File: src/rtl/hzd_pkg.sv
package hzd_pkg;

    typedef struct packed {
        logic valid;
        logic use_a;
        logic use_b;
        logic wr;
        logic branch;
        logic addr_use;
        logic slow_d1;
        logic slow_d2;
    } stage_flags_t;

    localparam int unsigned HZD_NUM_CMP = 4;

    localparam int unsigned CMP_EX_A   = 0;
    localparam int unsigned CMP_EX_B   = 1;
    localparam int unsigned CMP_D2_WB  = 2;
    localparam int unsigned CMP_D2_EX  = 3;

endpackage

File: src/rtl/hzd_match.sv
module hzd_match #(
    parameter int REG_W = 3
) (
    input  logic             need,
    input  logic             prod_ok,
    input  logic [REG_W-1:0] src,
    input  logic [REG_W-1:0] dst,
    output logic             hit
);
    always_comb begin
        hit = need & prod_ok & (src == dst);
    end
endmodule

File: src/rtl/hzd_stall.sv
module hzd_stall (
    input  logic in_valid,
    input  logic d1_valid,
    input  logic d1_slow,
    input  logic d1_done,
    input  logic d2_valid,
    input  logic d2_slow,
    input  logic d2_done,
    input  logic addr_hz,
    input  logic ex_branch,
    input  logic br_taken,
    output logic taken,
    output logic hold_f,
    output logic hold_d1,
    output logic hold_d2,
    output logic take,
    output logic d1_done_d,
    output logic d2_done_d
);
    logic d2_need;
    logic d1_need;

    always_comb begin
        taken     = ex_branch & br_taken;
        d2_need   = (d2_valid & d2_slow & ~d2_done) | addr_hz;
        d1_need   = d1_valid & d1_slow & ~d1_done;
        // a redirect overrides every hold
        hold_d2   = ~taken & d2_need;
        hold_d1   = ~taken & (d2_need | d1_need);
        hold_f    = hold_d1;
        take      = in_valid & ~hold_f;
        d2_done_d = hold_d2 & (d2_done | (d2_valid & d2_slow));
        d1_done_d = hold_d1 & (d1_done | (d1_valid & d1_slow));
    end
endmodule

File: src/rtl/hzd_ctrl.sv
module hzd_ctrl #(
    parameter int REG_W = 3,
    parameter int PC_W  = 8
) (
    input  logic             clk,
    input  logic             rst_n,
    input  logic             in_valid,
    input  logic [REG_W-1:0] in_src_a,
    input  logic             in_use_a,
    input  logic [REG_W-1:0] in_src_b,
    input  logic             in_use_b,
    input  logic [REG_W-1:0] in_dst,
    input  logic             in_wr,
    input  logic             in_branch,
    input  logic             in_addr_use,
    input  logic             in_slow_d1,
    input  logic             in_slow_d2,
    input  logic [PC_W-1:0]  in_target,
    input  logic             br_taken,
    output logic             fetch_take,
    output logic             hold_fetch,
    output logic             hold_d1,
    output logic             hold_d2,
    output logic             bubble_ex,
    output logic             flush_front,
    output logic             redirect_valid,
    output logic [PC_W-1:0]  redirect_target,
    output logic             spec_fetch_req,
    output logic [PC_W-1:0]  spec_fetch_addr,
    output logic             fwd_ex_a,
    output logic             fwd_ex_b,
    output logic             fwd_d2_addr,
    output logic             wb_valid,
    output logic             rf_we,
    output logic [REG_W-1:0] rf_waddr
);
    import hzd_pkg::*;

    localparam int NCMP = HZD_NUM_CMP;

    typedef struct packed {
        stage_flags_t     f;
        logic [REG_W-1:0] src_a;
        logic [REG_W-1:0] src_b;
        logic [REG_W-1:0] dst;
        logic [PC_W-1:0]  tgt;
    } stage_t;

    typedef struct packed {
        stage_t d1;
        stage_t d2;
        stage_t ex;
        stage_t wb;
        logic   d1_done;
        logic   d2_done;
    } state_t;

    state_t st_q, st_d;
    stage_t in_stage;

    logic [NCMP-1:0]  c_need;
    logic [NCMP-1:0]  c_prod;
    logic [NCMP-1:0]  c_hit;
    logic [REG_W-1:0] c_src [NCMP];
    logic [REG_W-1:0] c_dst [NCMP];

    logic taken, h_f, h_d1, h_d2, take, d1_done_d, d2_done_d;

    // operand comparisons: execute vs writeback, decode-two address vs writeback and execute
    always_comb begin
        c_need[CMP_EX_A]  = st_q.ex.f.valid & st_q.ex.f.use_a;
        c_src [CMP_EX_A]  = st_q.ex.src_a;
        c_prod[CMP_EX_A]  = st_q.wb.f.valid & st_q.wb.f.wr;
        c_dst [CMP_EX_A]  = st_q.wb.dst;
        c_need[CMP_EX_B]  = st_q.ex.f.valid & st_q.ex.f.use_b;
        c_src [CMP_EX_B]  = st_q.ex.src_b;
        c_prod[CMP_EX_B]  = st_q.wb.f.valid & st_q.wb.f.wr;
        c_dst [CMP_EX_B]  = st_q.wb.dst;
        c_need[CMP_D2_WB] = st_q.d2.f.valid & st_q.d2.f.addr_use;
        c_src [CMP_D2_WB] = st_q.d2.src_a;
        c_prod[CMP_D2_WB] = st_q.wb.f.valid & st_q.wb.f.wr;
        c_dst [CMP_D2_WB] = st_q.wb.dst;
        c_need[CMP_D2_EX] = st_q.d2.f.valid & st_q.d2.f.addr_use;
        c_src [CMP_D2_EX] = st_q.d2.src_a;
        c_prod[CMP_D2_EX] = st_q.ex.f.valid & st_q.ex.f.wr;
        c_dst [CMP_D2_EX] = st_q.ex.dst;
    end

    for (genvar g = 0; g < NCMP; g++) begin : g_cmp
        hzd_match #(.REG_W(REG_W)) u_match (
            .need    (c_need[g]),
            .prod_ok (c_prod[g]),
            .src     (c_src[g]),
            .dst     (c_dst[g]),
            .hit     (c_hit[g])
        );
    end

    hzd_stall u_stall (
        .in_valid  (in_valid),
        .d1_valid  (st_q.d1.f.valid),
        .d1_slow   (st_q.d1.f.slow_d1),
        .d1_done   (st_q.d1_done),
        .d2_valid  (st_q.d2.f.valid),
        .d2_slow   (st_q.d2.f.slow_d2),
        .d2_done   (st_q.d2_done),
        .addr_hz   (c_hit[CMP_D2_EX]),
        .ex_branch (st_q.ex.f.valid & st_q.ex.f.branch),
        .br_taken  (br_taken),
        .taken     (taken),
        .hold_f    (h_f),
        .hold_d1   (h_d1),
        .hold_d2   (h_d2),
        .take      (take),
        .d1_done_d (d1_done_d),
        .d2_done_d (d2_done_d)
    );

    always_comb begin
        in_stage            = '0;
        in_stage.f.valid    = in_valid;
        in_stage.f.use_a    = in_use_a;
        in_stage.f.use_b    = in_use_b;
        in_stage.f.wr       = in_wr;
        in_stage.f.branch   = in_branch;
        in_stage.f.addr_use = in_addr_use;
        in_stage.f.slow_d1  = in_slow_d1;
        in_stage.f.slow_d2  = in_slow_d2;
        in_stage.src_a      = in_src_a;
        in_stage.src_b      = in_src_b;
        in_stage.dst        = in_dst;
        in_stage.tgt        = in_target;

        st_d         = st_q;
        st_d.wb      = st_q.ex;
        st_d.ex      = (taken | h_d2) ? '0 : st_q.d2;
        if (taken) begin
            st_d.d2 = '0;
        end else if (h_d2) begin
            st_d.d2 = st_q.d2;
        end else if (h_d1) begin
            st_d.d2 = '0;
        end else begin
            st_d.d2 = st_q.d1;
        end
        if (h_d1) begin
            st_d.d1 = st_q.d1;
        end else if (take) begin
            st_d.d1 = in_stage;
        end else begin
            st_d.d1 = '0;
        end
        st_d.d1_done = d1_done_d;
        st_d.d2_done = d2_done_d;
    end

    always_ff @(posedge clk) begin
        if (!rst_n) begin
            st_q <= '0;
        end else begin
            st_q <= st_d;
        end
    end

    always_comb begin
        fetch_take      = take;
        hold_fetch      = h_f;
        hold_d1         = h_d1;
        hold_d2         = h_d2;
        bubble_ex       = h_d2;
        flush_front     = taken;
        redirect_valid  = taken;
        redirect_target = st_q.ex.tgt;
        spec_fetch_req  = st_q.ex.f.valid & st_q.ex.f.branch;
        spec_fetch_addr = st_q.ex.tgt;
        fwd_ex_a        = c_hit[CMP_EX_A];
        fwd_ex_b        = c_hit[CMP_EX_B];
        fwd_d2_addr     = c_hit[CMP_D2_WB];
        wb_valid        = st_q.wb.f.valid;
        rf_we           = st_q.wb.f.valid & st_q.wb.f.wr;
        rf_waddr        = st_q.wb.dst;
    end
endmodule

File: config.mk
export PLATFORM = sky130hd
export DESIGN_NAME = hzd_ctrl
export DESIGN_NICKNAME = d
export VERILOG_FILES = /design/src/rtl/hzd_pkg.sv /design/src/rtl/hzd_match.sv /design/src/rtl/hzd_stall.sv /design/src/rtl/hzd_ctrl.sv
export SDC_FILE = /design/constraint.sdc
export NUM_CORES = 1
export LEC_CHECK = 0
export BUFFER_PORTS_ARGS = -buffer_cell sky130_fd_sc_hd__buf_2
export CORE_ASPECT_RATIO = 1.2
export CORE_MARGIN = 8
export CORE_UTILIZATION = 40
export DETAILED_ROUTE_END_ITERATION = 10
export GPL_TIMING_DRIVEN = 0
export REMOVE_ABC_BUFFERS = 1
export SYNTH_ARGS = -nofsm -noshare
export SYNTH_HDL_FRONTEND = slang
export SYNTH_SLANG_ARGS = --single-unit
File: constraint.sdc
create_clock -name clk -period 1.8 [get_ports clk]
set_input_delay 0.18 -clock clk [delete_from_list [all_inputs] [get_ports clk]]
set_output_delay 0.18 -clock clk [all_outputs]
set_load 0.01 [all_outputs]
=== Yosys cells after proc, flatten, opt, wreduce, memory -nomap -nowiden ===
Index checks and enable logic that the tools add are counted.

* Reductions and logical operators: 2
* Equality and inequality tests: 4
* Multiplexer cells: 2
* Bitwise operators: 34

{| class="wikitable"
|+ Operators with widths
! cell !! count
|-
| 25-bit 2-to-1 mux || 2
|-
| 1-bit bitwise AND || 24
|-
| 3-bit equality test || 4
|-
| 1-bit NOT || 5
|-
| 1-bit bitwise OR || 5
|-
| 2-bit OR reduction || 2
|}

* Output and inout bits: 32
* Register bits after elaboration: 78
* Word-level logic and storage cells: 79

=== Logic depth before layout (Yosys ltp) ===
* Depth in word-level cells: 9
* Depth in mapped cells: 7
* Depth with buffers taken out: 4

=== By module ===
Synthesis repeated with hierarchy kept, for this count alone.

* Cell total of the unflattened synthesis: 341
* Area total of the unflattened synthesis: 3,278.1 um^2

{| class="wikitable"
|+ By module, submodules not included
! module !! instances !! cells an instance !! sequential area each (um^2) !! area an instance (um^2)
|-
| hzd_ctrl || 1 || 307 || 1,561.5 || 2,994.1
|-
| hzd_match || 4 || 5 || 0.0 || 42.5
|-
| hzd_stall || 1 || 14 || 0.0 || 113.9
|}

=== Worst setup path after synthesis ===
OpenSTA, ideal clock, no wires.

* Path kind: register to output
* Start: register st_q, in the netlist c_src[0]
* End: output hold_fetch
* Buffers on the path: 3
* Cell stages (with the launch flop): 8
* Arrival time: 1.632 ns
* Setup slack: -0.012 ns
* Required time: 1.620 ns
* Path through: dfxtp_1 xor2_1 nor4_4 buf_6 nor2_4 buf_6 nor2_1 buf_4

* Word-level cells in the longest chain between the ends: 5

{| class="wikitable"
|+ RTL lines
! item !! line !! RTL
|-
| start, declared || hzd_ctrl.sv:58 || <nowiki>state_t st_q, st_d;</nowiki>
|-
| start signal, assigned || hzd_ctrl.sv:161 || <nowiki>st_q <= st_d;</nowiki>
|-
| 3-bit equality test || hzd_match.sv:11 || <nowiki>hit = need & prod_ok & (src == dst);</nowiki>
|-
| 1-bit bitwise AND || hzd_match.sv:11 ||
|-
| 1-bit bitwise OR || hzd_stall.sv:25 || <nowiki>d2_need = (d2_valid & d2_slow & ~d2_done) | addr_hz;</nowiki>
|-
| 1-bit bitwise OR || hzd_stall.sv:29 || <nowiki>hold_d1 = ~taken & (d2_need | d1_need);</nowiki>
|-
| 1-bit bitwise AND || hzd_stall.sv:29 ||
|-
| end, declared || hzd_ctrl.sv:21 || <nowiki>output logic hold_fetch,</nowiki>
|}

No other way between the ends.

=== Worst setup path in the final report ===
* Start: register st_q, in the netlist c_src[0]
* End: output fetch_take

* Word-level cells in the longest chain between the ends: 7

{| class="wikitable"
|+ RTL lines
! item !! line !! RTL
|-
| 3-bit equality test || hzd_match.sv:11 ||
|-
| 1-bit bitwise AND || hzd_match.sv:11 ||
|-
| 1-bit bitwise OR || hzd_stall.sv:25 ||
|-
| 1-bit bitwise OR || hzd_stall.sv:29 ||
|-
| 1-bit bitwise AND || hzd_stall.sv:29 ||
|-
| 1-bit NOT || hzd_stall.sv:31 || <nowiki>take = in_valid & ~hold_f;</nowiki>
|-
| 1-bit bitwise AND || hzd_stall.sv:31 ||
|-
| end, declared || hzd_ctrl.sv:20 || <nowiki>output logic fetch_take,</nowiki>
|}

No other way between the ends.

==> results.sh <==
export IMPL_outcome="finished with violations"
export IMPL_violations="setup timing"
export IMPL_cts_sinks=78
export IMPL_insertion_delay_ns=0.35
export IMPL_cts_root_buf="clkbuf_8"
export IMPL_min_from="in_dst[0]"
export IMPL_vdd_drop_max_mv=0.400
export IMPL_placementRows=35
export IMPL_min_period_over_period_pct=107
export IMPL_grt_overflow_total=0
export IMPL_regToRegSetupSlack_ns=-0.04
export IMPL_grt_use_total_pct=15.2
export IMPL_r2r_worst_path_cells=8
export IMPL_rr_startpoint="c_dst[0]"
export IMPL_layout_drive_gt1_share_pct=34.3
export IMPL_clock_path_buffers=2
export IMPL_layout_setup_ws_ns=-0.128
export IMPL_synthToLayoutAreaGrowth_pct=23.7
export IMPL_setup_violations=23
export IMPL_vias_per_cell=5.32
export IMPL_antenna_found_initial=0
export IMPL_maxClockFrequency_mhz=519
export IMPL_syn_area_per_cell_um2=10.0
export IMPL_core_area_um2=7710
export IMPL_fp_dieH_um=114
export IMPL_fin_skew_ns=0.00774
export IMPL_mostFrequentLayoutCell="dfxtp_1"
export IMPL_ys_ff_latch=78
export IMPL_final_cell_mix="73 x dfxtp_1, 59 x buf_2, 29 x and2_1, 28 x nand3_1, 27 x nand2_1"
export IMPL_path_cells="xor2_1 -> nor4_4 -> buf_8 -> nor2_4 -> o21a_1 -> buf_2"
export IMPL_worstSetupStartpointType="flop"
export IMPL_cts_tree="built"
export IMPL_hold_depth=3
export IMPL_io_pins=60
export IMPL_crit_slowest_cell="nor4_4"
export IMPL_required_ns=1.62
export IMPL_first_iter_violations=142
export IMPL_synthCells=318
export IMPL_crit_type="reg -> out"
export IMPL_via_count=2507
export IMPL_dpl_hpwl_mm=4.31
export IMPL_design_area_um2=3940
export IMPL_min_period_ns=1.93
export IMPL_port_buffers=59
export IMPL_routed_wl_mm=8.35
export IMPL_max_slew_margin_pct=56.8
export IMPL_final_core_util_pct=51.1
export IMPL_synth_cell_types=26
export IMPL_cts_buffers=9
export IMPL_grt_max_degree=34
export IMPL_power_density_nw_per_um2=904
export IMPL_arrival_ns=1.75
export IMPL_diodes=0
export IMPL_p_leak_nw=1.73
export IMPL_finalNetCount=402
export IMPL_antenna_left=0
export IMPL_crit_path_end_kind="primary output"
export IMPL_final_max_slew_viol_count=0
export IMPL_yosys_warnings=0
export IMPL_whs_endpoint="st_q[85]"
export IMPL_cts_clk_slew_worst_paths_ns=0.08
export IMPL_drc=0
export IMPL_globalplace_congestion=0.694
export IMPL_htree_levels=3
export IMPL_worst_pin_slew_ns=0.648
export IMPL_worstHoldPathType="in -> reg"
export IMPL_hold_viol_final=0
export IMPL_fp_dieArea_um2=11100
export IMPL_path_max_fanout=6
export IMPL_maxCapViolCount=0
export IMPL_rsz0062_at_grt="yes"
export IMPL_grt_pass1_wl_mm=13.6
export IMPL_yosysTopAreaCellShare_pct=49.0
export IMPL_placedInstanceArea_um2=3350
export IMPL_synth_area_leaders="dfxtp_1 49%, a22o_1 6.3%, and2_1 5.9%, buf_4 5.7%, or3_1 4.9%"
export IMPL_post_drt_wl_per_cell_um=17.7
export IMPL_yosysSeqAreaShare_pct=49.0
export IMPL_yosysTopAreaCell="dfxtp_1"
export IMPL_holdBufCountCts=0
export IMPL_drt_pre_antenna_iters=4
export IMPL_r2r_end="st_q[62]"
export IMPL_dieWidth_um=97.5
export IMPL_fin_setup_tns_ns=-0.968
export IMPL_initial_core_util_pct=41.3
export IMPL_grt_pass1_vias=2582
export IMPL_crit_path_max_incr_delay_ns=0.37
export IMPL_syn_cell_area_um2=3180
[synth_stat cells, drive strengths merged]
cell	count
a21o	1
a21oi	2
a22o	23
and2	30
buf	33
clkbuf	14
dfxtp	78
inv	2
nand2	27
nand3	29
nand3b	1
nand4	1
nor2	5
nor3	3
nor4	4
o21a	2
o21ai	1
o221ai	25
or3	25
xor2	12
[how the worst max path moves through the flow]
stage,startpoint,endpoint,slack [ns],cells after the start
after global routing,c_src[0],fetch_take,-0.21,6
after global placement,st_d[26],st_q[55],-1.61,4
final,c_src[0],fetch_take,-0.13,6
after CTS,c_src[0],fetch_take,-0.16,6
after floorplan,st_d[26],c_src[0],-0.51,4
after detailed placement,st_d[26],st_q[52],-1.50,4
[registers in the layout, indices dropped and copies added, names as in the netlist]
name,count
rf_waddr,3
st_q,49
st_d,5
c_dst,3
wb_valid,1
c_src,9
redirect_target,8
[per-layer routing]
metal	up-vias	global-route usage, %	share of wire [%]
li1	1240	-	-
met1	1185	18.4	45
met2	70	24.9	48
met3	12	3.51	5.1
met4	0	6.78	1.7
met5	-	0	0
[final cells by class]
cell class              count  area (um^2)
fillers                   721         3770
flip-flops and latches     78         1570
multi-input cells         196         1430
repair buffers             87          583
clock buffers              13          169
well taps                  92          115
clock inverters             3         65.1
inverters                   2         7.51
[worst max-delay path: cells and delay by family, from the launching register on]
family                 cells  cell delay (ns)
XOR/XNOR                   1             0.18
buffers and inverters      2             0.30
AO/OA/AOI/OAI              1             0.17
AND/OR/NAND/NOR            2             0.42
flip-flops                 1             0.33
[timing repair]
| action | 4_1_cts | 5_1_grt |
|---|---|---|
| gates resized for setup | 14 | 6 |
| gates cloned | 5 | 2 |
| buffers inserted | 9 | 15 |
| pin swaps | 4 | 7 |
| setup endpoints to repair | 80 | 67 |
[power breakdown]
part	internal, W	leakage [nW]	switching [W]
Clock	0.000893	0.120	0.000607
Combinational	0.000119	0.976	0.000138
Sequential	0.00178	0.638	0.0000289
[per-stage QoR]
step,setup WS [ns],hold WS (ns),power (W),std cells
after floorplan,-0.515,0.302,0.00195,271
after global placement,-1.61,0.442,0.00204,422
after detailed placement,-1.50,0.446,0.00205,424
after CTS,-0.164,0.161,0.00355,454
after global routing,-0.213,0.168,0.00371,471
final,-0.128,0.166,0.00356,471
[cells by family after synthesis]
| family | after synthesis | synth area share, % |
|---|---|---|
| flops | 78 | 49.0 |
| compound gates | 54 | 16.1 |
| simple gates | 125 | 22.0 |
| xor+xnor | 12 | 3.30 |
| buf+inv | 49 | 9.55 |
Power figures use the tool's default switching activity.
